[config.mk]
export PLATFORM = sky130hd
export DESIGN_NAME = prescaled_interval_timer
export DESIGN_NICKNAME = d
export VERILOG_FILES = /design/src/rtl/pit_pkg.sv /design/src/rtl/pit_cfg_regs.sv /design/src/rtl/pit_prescaler.sv /design/src/rtl/pit_down_counter.sv /design/src/rtl/pit_ctrl_fsm.sv /design/src/rtl/prescaled_interval_timer.sv
export SDC_FILE = /design/constraint.sdc
export NUM_CORES = 1
export LEC_CHECK = 0
export ABC_AREA = 1
export ABC_CLOCK_PERIOD_IN_PS = 5800
export CORE_MARGIN = 2
export CORE_UTILIZATION = 25
export DETAILED_ROUTE_END_ITERATION = 10
export GPL_TIMING_DRIVEN = 0
export SYNTH_ARGS = -nofsm -noshare
export SYNTH_HDL_FRONTEND = slang
export SYNTH_HIERARCHICAL = 1
export SYNTH_SLANG_ARGS = --single-unit
[constraint.sdc]
create_clock -name clk -period 5.8 [get_ports clk]
set_clock_uncertainty 0.2 [all_clocks]
set_input_delay 0.58 -clock clk [delete_from_list [all_inputs] [get_ports clk]]
set_output_delay 0.58 -clock clk [all_outputs]
set_load 0.1 [all_outputs]
[src/rtl/pit_pkg.sv]
package pit_pkg;
    typedef enum logic [1:0] {
        ST_HALTED  = 2'd0,
        ST_RUNNING = 2'd1,
        ST_EXPIRED = 2'd2
    } pit_state_e;
endpackage

[src/rtl/pit_cfg_regs.sv]
module pit_cfg_regs #(
    parameter int CNT_W = 16,
    parameter int SCL_W = 8
) (
    input  logic             clk,
    input  logic             rst_n,
    input  logic             wr_period,
    input  logic             wr_scale,
    input  logic [CNT_W-1:0] wr_data,
    output logic [CNT_W-1:0] period_o,
    output logic [SCL_W-1:0] scale_o
);
    logic [CNT_W-1:0] period_r;
    logic [SCL_W-1:0] scale_r;

    always_ff @(posedge clk or negedge rst_n) begin
        if (!rst_n) begin
            period_r <= '0;
        end else if (wr_period) begin
            period_r <= wr_data;
        end
    end

    always_ff @(posedge clk or negedge rst_n) begin
        if (!rst_n) begin
            scale_r <= '0;
        end else if (wr_scale) begin
            scale_r <= wr_data[SCL_W-1:0];
        end
    end

    assign period_o = period_r;
    assign scale_o  = scale_r;

    AST_PERIOD_KEPT: assert property (@(posedge clk) disable iff (!rst_n)
        !wr_period |=> $stable(period_o));
    AST_SCALE_KEPT: assert property (@(posedge clk) disable iff (!rst_n)
        !wr_scale |=> $stable(scale_o));
endmodule

[src/rtl/pit_prescaler.sv]
module pit_prescaler #(
    parameter int SCL_W = 8
) (
    input  logic             clk,
    input  logic             rst_n,
    input  logic             enable,
    input  logic [SCL_W-1:0] scale_i,
    output logic             tick_o
);
    logic [SCL_W-1:0] div_q;
    logic             div_zero;

    assign div_zero = (div_q == '0);
    assign tick_o   = enable && div_zero;

    always_ff @(posedge clk or negedge rst_n) begin
        if (!rst_n) begin
            div_q <= '0;
        end else if (enable) begin
            if (div_zero) begin
                div_q <= scale_i;
            end else begin
                div_q <= div_q - 1'b1;
            end
        end
    end

    AST_PRESC_HOLD: assert property (@(posedge clk) disable iff (!rst_n)
        !enable |=> $stable(div_q));
    AST_PRESC_RELOAD: assert property (@(posedge clk) disable iff (!rst_n)
        tick_o |=> div_q == $past(scale_i));
    AST_PRESC_STEP: assert property (@(posedge clk) disable iff (!rst_n)
        (enable && !tick_o) |=> div_q == $past(div_q) - 1'b1);
endmodule

[src/rtl/pit_down_counter.sv]
module pit_down_counter #(
    parameter int CNT_W = 16
) (
    input  logic             clk,
    input  logic             rst_n,
    input  logic             tick_i,
    input  logic             wr_count,
    input  logic [CNT_W-1:0] wr_data,
    input  logic [CNT_W-1:0] period_i,
    output logic [CNT_W-1:0] count_o,
    output logic             expire_o
);
    localparam logic [CNT_W-1:0] ONE = CNT_W'(1);

    logic [CNT_W-1:0] cnt_q;
    logic             at_end;

    assign at_end   = (cnt_q <= ONE);
    assign expire_o = tick_i && !wr_count && at_end;

    always_ff @(posedge clk or negedge rst_n) begin
        if (!rst_n) begin
            cnt_q <= '0;
        end else if (wr_count) begin
            cnt_q <= wr_data;
        end else if (tick_i) begin
            if (at_end) begin
                cnt_q <= period_i;
            end else begin
                cnt_q <= cnt_q - ONE;
            end
        end
    end

    assign count_o = cnt_q;

    AST_DEC_BY_ONE: assert property (@(posedge clk) disable iff (!rst_n)
        (tick_i && !wr_count && cnt_q > ONE) |=> count_o == $past(cnt_q) - ONE);
    AST_RELOAD_PERIOD: assert property (@(posedge clk) disable iff (!rst_n)
        expire_o |=> count_o == $past(period_i));
    AST_COUNT_HOLD: assert property (@(posedge clk) disable iff (!rst_n)
        (!tick_i && !wr_count) |=> $stable(count_o));
    AST_WRITE_WINS: assert property (@(posedge clk) disable iff (!rst_n)
        wr_count |=> count_o == $past(wr_data));
endmodule

[src/rtl/pit_ctrl_fsm.sv]
module pit_ctrl_fsm
    import pit_pkg::*;
(
    input  logic clk,
    input  logic rst_n,
    input  logic enable,
    input  logic expire_i,
    output logic irq_o
);
    pit_state_e state_q;
    pit_state_e state_d;

    always_comb begin
        state_d = state_q;
        unique case (state_q)
            ST_HALTED: begin
                if (expire_i)    state_d = ST_EXPIRED;
                else if (enable) state_d = ST_RUNNING;
                else             state_d = ST_HALTED;
            end
            ST_RUNNING: begin
                if (expire_i)    state_d = ST_EXPIRED;
                else if (enable) state_d = ST_RUNNING;
                else             state_d = ST_HALTED;
            end
            ST_EXPIRED: begin
                if (expire_i)    state_d = ST_EXPIRED;
                else if (enable) state_d = ST_RUNNING;
                else             state_d = ST_HALTED;
            end
            default: state_d = ST_HALTED;
        endcase
    end

    always_ff @(posedge clk or negedge rst_n) begin
        if (!rst_n) begin
            state_q <= ST_HALTED;
        end else begin
            state_q <= state_d;
        end
    end

    always_comb begin
        irq_o = (state_q == ST_EXPIRED);
    end

    AST_IRQ_AFTER_EXPIRY: assert property (@(posedge clk) disable iff (!rst_n)
        expire_i |=> irq_o);
    AST_IRQ_HAS_CAUSE: assert property (@(posedge clk) disable iff (!rst_n)
        irq_o |-> $past(expire_i));
    AST_HALT_ON_DISABLE: assert property (@(posedge clk) disable iff (!rst_n)
        (!enable && !expire_i) |=> state_q == ST_HALTED);
endmodule

[src/rtl/prescaled_interval_timer.sv]
module prescaled_interval_timer #(
    parameter int CNT_W = 16,
    parameter int SCL_W = 8
) (
    input  logic             clk,
    input  logic             rst_n,
    input  logic             enable,
    input  logic             wr_count,
    input  logic             wr_period,
    input  logic             wr_scale,
    input  logic [CNT_W-1:0] wr_data,
    output logic [CNT_W-1:0] count_q,
    output logic             irq
);
    logic [CNT_W-1:0] period_w;
    logic [SCL_W-1:0] scale_w;
    logic             tick_w;
    logic             expire_w;

    pit_cfg_regs #(.CNT_W(CNT_W), .SCL_W(SCL_W)) u_cfg (
        .clk       (clk),
        .rst_n     (rst_n),
        .wr_period (wr_period),
        .wr_scale  (wr_scale),
        .wr_data   (wr_data),
        .period_o  (period_w),
        .scale_o   (scale_w)
    );

    pit_prescaler #(.SCL_W(SCL_W)) u_presc (
        .clk     (clk),
        .rst_n   (rst_n),
        .enable  (enable),
        .scale_i (scale_w),
        .tick_o  (tick_w)
    );

    pit_down_counter #(.CNT_W(CNT_W)) u_cnt (
        .clk      (clk),
        .rst_n    (rst_n),
        .tick_i   (tick_w),
        .wr_count (wr_count),
        .wr_data  (wr_data),
        .period_i (period_w),
        .count_o  (count_q),
        .expire_o (expire_w)
    );

    pit_ctrl_fsm u_fsm (
        .clk      (clk),
        .rst_n    (rst_n),
        .enable   (enable),
        .expire_i (expire_w),
        .irq_o    (irq)
    );

    AST_NO_TICK_WHEN_OFF: assert property (@(posedge clk) disable iff (!rst_n)
        !enable |-> !tick_w);
    AST_WRITE_NO_IRQ: assert property (@(posedge clk) disable iff (!rst_n)
        wr_count |=> !irq);
endmodule

## After elaboration in Yosys (flattened, before gate mapping)

Index checks and enable logic that the tools add are counted.

- Register bits after elaboration: 50
- Output and inout port bits: 17

- Add/subtract/negate cells: 2
- Magnitude comparators: 1
- Equal/unequal tests: 2
- Multiplexer cells: 7
- Reductions and logical operators: 8

Operator list:

| cell | count |
|---|---|
| two-way mux 16 bit | 3 |
| <= comparator 16 x 1 -> 1 bit, second input constant | 1 |
| subtractor 16 x 1 -> 16 bit, second input constant | 1 |
| logical NOT 8 bit | 1 |
| two-way mux 8 bit | 1 |
| subtractor 8 x 1 -> 8 bit, second input constant | 1 |
| two-way mux 2 bit | 2 |
| logical AND 1 bit | 3 |
| OR reduction 3 bit | 1 |
| equality test 2 x 1 -> 1 bit, second input constant | 1 |
| equality test 2 bit, second input constant | 1 |
| logical NOT 2 bit | 1 |
| nonzero test 2 bit | 1 |
| logical NOT 1 bit | 1 |
| two-way mux 1 bit | 1 |

## Logic depth before layout (Yosys ltp)

- Depth after elaboration: 6
- Depth in mapped cells: 12
- Depth with buffers taken out: 11

## Cells and area by module

The synthesis kept the hierarchy.

By module, submodules not included:

| module | times used | cells an instance | area an instance (um^2) | seq. area each (um^2) |
|---|---|---|---|---|
| pit_down_counter | 1 | 214 | 1372.6 | 400.4 |
| pit_cfg_regs | 1 | 102 | 943.4 | 600.6 |
| pit_prescaler | 1 | 92 | 671.9 | 200.2 |
| pit_ctrl_fsm | 1 | 10 | 80.1 | 50.0 |

## Worst setup path after synthesis

Ideal clock, no wire load.

- Kind: reg-to-output
- Start: register u_fsm.state_q[0]
- End: output irq
- Arrival: 1624 ps
- Data required time: 5020 ps
- Slack: 3396 ps
- Cell stages (with the launch flop): 2
- Buffers on the path: 0
- Path through: dfrtp_1 nor2_1

- Longest elaborated chain between the ends: 1

RTL lines:

| element | RTL line | source |
|---|---|---|
| from (decl) | pit_ctrl_fsm.sv:10 | `pit_state_e state_q;` |
| from (signal assigned) | pit_ctrl_fsm.sv:39 | `state_q <= state_d;` |
| equality test 2 bit | pit_ctrl_fsm.sv:44 | `irq_o = (state_q == ST_EXPIRED);` |
| to (decl) | prescaled_interval_timer.sv:13 | `output logic irq` |

Every way passes these cells.

## Final worst setup path

- Start: register u_cnt.cnt_q[8] (netlist: u_cnt/count_o[8])
- End: output count_q[8]

RTL lines:

| element | RTL line | source |
|---|---|---|
| from (decl) | pit_down_counter.sv:15 | `logic [CNT_W-1:0] cnt_q;` |
| from (signal assigned) | pit_down_counter.sv:25 | `cnt_q <= wr_data;` |
| from (signal assigned) | pit_down_counter.sv:28 | `cnt_q <= period_i;` |
| from (signal assigned) | pit_down_counter.sv:30 | `cnt_q <= cnt_q - ONE;` |
| to (decl) | prescaled_interval_timer.sv:12 | `output logic [CNT_W-1:0] count_q,` |

No word-level cell between the ends.

==> results.py <==
metrics = {
    "global_routing": {
        "grt_use_total": 0.131,
        "overflow": 0,
        "antenna_found_initial": 0,
        "grt_max_degree": 28,
        "grt_pass1_vias": 2883,
        "grt_pass1_wl_um": 13700,
    },
    "power": {
        "powerDensity_nw_per_um2": 311,
        "ir_drop_v": 0.000114,
        "finalPower_uw": 1170,
        "p_leak_uw": 0.00186,
    },
    "timing": {
        "setup_viol": 0,
        "maxSlewViolCount": 0,
        "min_period_ns": 2.75,
        "period_share": 0.474,
        "hold_viol_final": 0,
        "tightest_slew_ns": 0.987,
        "tns_ns": 0,
        "slew_headroom": 0.340,
        "rsz0062_at_grt": "false",
        "timing.fmax_ghz": 0.364,
    },
    "worst_setup_path": {
        "worstSetupStartpointType": "register",
        "required_ns": 5.02,
        "critPathKind": "register to primary output",
        "cp_top_family": "buffers and inverters",
        "r2r-end": "u_cnt/count_o[7]",
        "rr_startpoint": "u_presc/div_q[0]",
        "reg2reg_depth": 10,
        "reg2reg_slack_ns": 3.34,
        "timing.critical_path.slowest_cell_delay_ns": 1.20,
        "cp_slowest_cell": "clkdlybuf4s50_1",
        "cp_max_fo": 6,
        "path_cells": "clkdlybuf4s50_1",
        "endpoint_kind": "primary output",
        "cp.arrival_ns": 1.97,
        "critical_path_buf_inv_count": 1,
    },
    "route": {
        "detail-route-antenna-nets": 0,
        "dr.pass1.iters": 4,
        "wl_per_cell_um": 12.9,
        "drc": 0,
        "viasPerCell": 4.51,
        "wl_um": 7850,
        "vias": 2742,
        "drt_iter0_drc": 133,
    },
    "synth": {
        "synth_compound_area_frac": 0.0595,
        "async_flop_share": 1.00,
        "yosys.area_share.adder": 0.0163,
        "synthesis.area_um2": 3070,
        "synth.distinct_cells": 33,
        "synth-simple-area-share": 0.425,
        "synthTopCellsByArea": "dfrtp_1, nand2_1, nor2_1",
        "yosys.area.top_type": "dfrtp_1",
        "syn_inst": 418,
        "synth_ff_type": "dfrtp_1",
        "netlist_top_cells_count": "nand2_1, dfrtp_1, nor2_1",
        "synthXorXnorAreaFrac": 0.00856,
        "yosys_warnings": 6,
        "synth_top_family_by_area": "simple AND/OR/NAND/NOR gates",
        "synth.most_common_cell": "nand2_1",
        "yosys_register_bits": 50,
        "synth_top_area_frac": 0.408,
        "yosysSeqAreaShare": 0.408,
        "synth_edf_count": 0,
        "syn_nets": 444,
        "muxShareOfSynthArea": 0,
        "postSynthAreaPerCell_um2": 7.34,
    },
    "clocking": {
        "cts_root_buffer": "clkbuf_16",
        "cts_setup_buffers": 0,
        "cts_buffer_depth": 2,
        "clk_latency_ns": 0.29,
        "htree_levels": 2,
        "cts_made_buffers": 5,
        "path_clk_slew_ns": 0.07,
        "clock_sinks": 50,
        "cts_tree": "yes",
        "cts-resized-gates": 0,
        "cts_hold_buf": 0,
    },
    "status": {
        "outcome": "completed",
    },
    "floorplanning": {
        "start_util": 0.255,
        "coreArea_um2": 12000,
        "num_rows": 40,
        "die_w_um": 115,
        "pin_count": 39,
        "die_area_um2": 13200,
        "dieHeight_um": 115,
    },
    "finish": {
        "fill_cells": 1306,
        "layout-drive-gt1-share": 0.128,
        "antenna_cells": 0,
        "multiInputGateArea_um2": 1560,
        "fin_area_um2": 3750,
        "ff_latch_area_um2": 1250,
        "area_growth_pct": 22.3,
        "layout.nets": 487,
    },
    "placed_design": {
        "dp_hpwl_um": 5970,
        "place_congestion": 0.818,
        "dpl_cell_area_um2": 3620,
        "io_buffer_count": 35,
    },
    "worst_hold_path": {
        "hold_path.class": "primary input to asynchronous set/reset pin",
    },
    "flow_run": {
        "cap_violations": 0,
    },
}
-- metal layers --
layer  GRT usage  wire length, um
met2       0.236             3870
met3      0.0232              309
met4      0.0305               78
met1       0.163             3600
met5           0                0
-- flip-flops by register name, indices dropped and copies added (netlist names) --
signal,cells
u_fsm/state_q,2
u_cfg/period_o,16
u_cnt/count_o,16
u_presc/div_q,8
u_cfg/scale_o,8
-- cell families (layout without fill, tap and decap cells) --
family / after synthesis / after routing
simple gates: 284 / 284
compound gates: 27 / 27
fa+ha+maj: 4 / 4
xor+xnor: 3 / 3
flops: 50 / 50
buf+inv: 50 / 93
-- cells in the final DEF (no fill, tap or decap) --
master and instances:
a22oi_1 14, clkinv_1 1, buf_6 4, o21ai_0 6, buf_4 1, nor2_2 9, nand2_2 10, inv_6 1
nor3_2 1, inv_1 33, a21oi_1 2, nand3b_1 4, nand3_4 2, clkinv_2 2, clkbuf_1 2, nand3_1 25
xor2_1 1, inv_2 2, nor2_4 7, inv_4 1, xnor2_1 2, o21bai_1 1, nand2_1 166, clkdlybuf4s50_1 34
nor2_1 49, clkbuf_16 5, ha_1 4, nand4_1 4, dfrtp_1 50, buf_2 4, a21boi_0 1, buf_12 2
nand3_2 4, o211ai_1 3, nand2_4 3, clkinv_4 1
-- stage by stage --
stage	setup slack, ns	cells	util	hold WS [ns]
after floorplan	3.40	418	-	0.0844
after global placement	2.49	600	0.300	0.257
after detailed placement	3.11	601	0.301	0.250
after CTS	3.05	608	0.312	0.0895
after global routing	3.00	608	0.312	0.139
final	3.05	608	0.312	0.0728
-- final cells by class --
type	count	share of cell area
clock inverter	2	0.00267
inverter	39	0.0423
clock buffer	5	0.0333
tap	147	0.0490
timing repair buffer	36	0.0974
sequential	50	0.333
buffer	11	0.0253
multi-input combinational	318	0.416
-- worst max path at each step --
stage | startpoint | to | slack (ns) | cells after the start
final | u_cnt/count_o[8] | count_q[8] | 3.05 | 1
after global routing | u_cnt/count_o[8] | count_q[8] | 3.00 | 1
after CTS | u_cnt/count_o[6] | count_q[6] | 3.05 | 1
after detailed placement | enable | u_cnt/count_o[9] | 3.11 | 7
after global placement | rst_n | u_cfg/period_o[12] | 2.49 | 1
after floorplan | u_fsm/state_q[0] | irq | 3.40 | 1
-- power by group --
part | leakage (uW) | internal, uW | switching [uW]
registers | 0.000609 | 403 | 61.6
clock network | 0.0000694 | 156 | 128
logic | 0.00118 | 136 | 283
total | 0.00186 | 694 | 472
No activity file was read; power rests on OpenSTA's default activity.
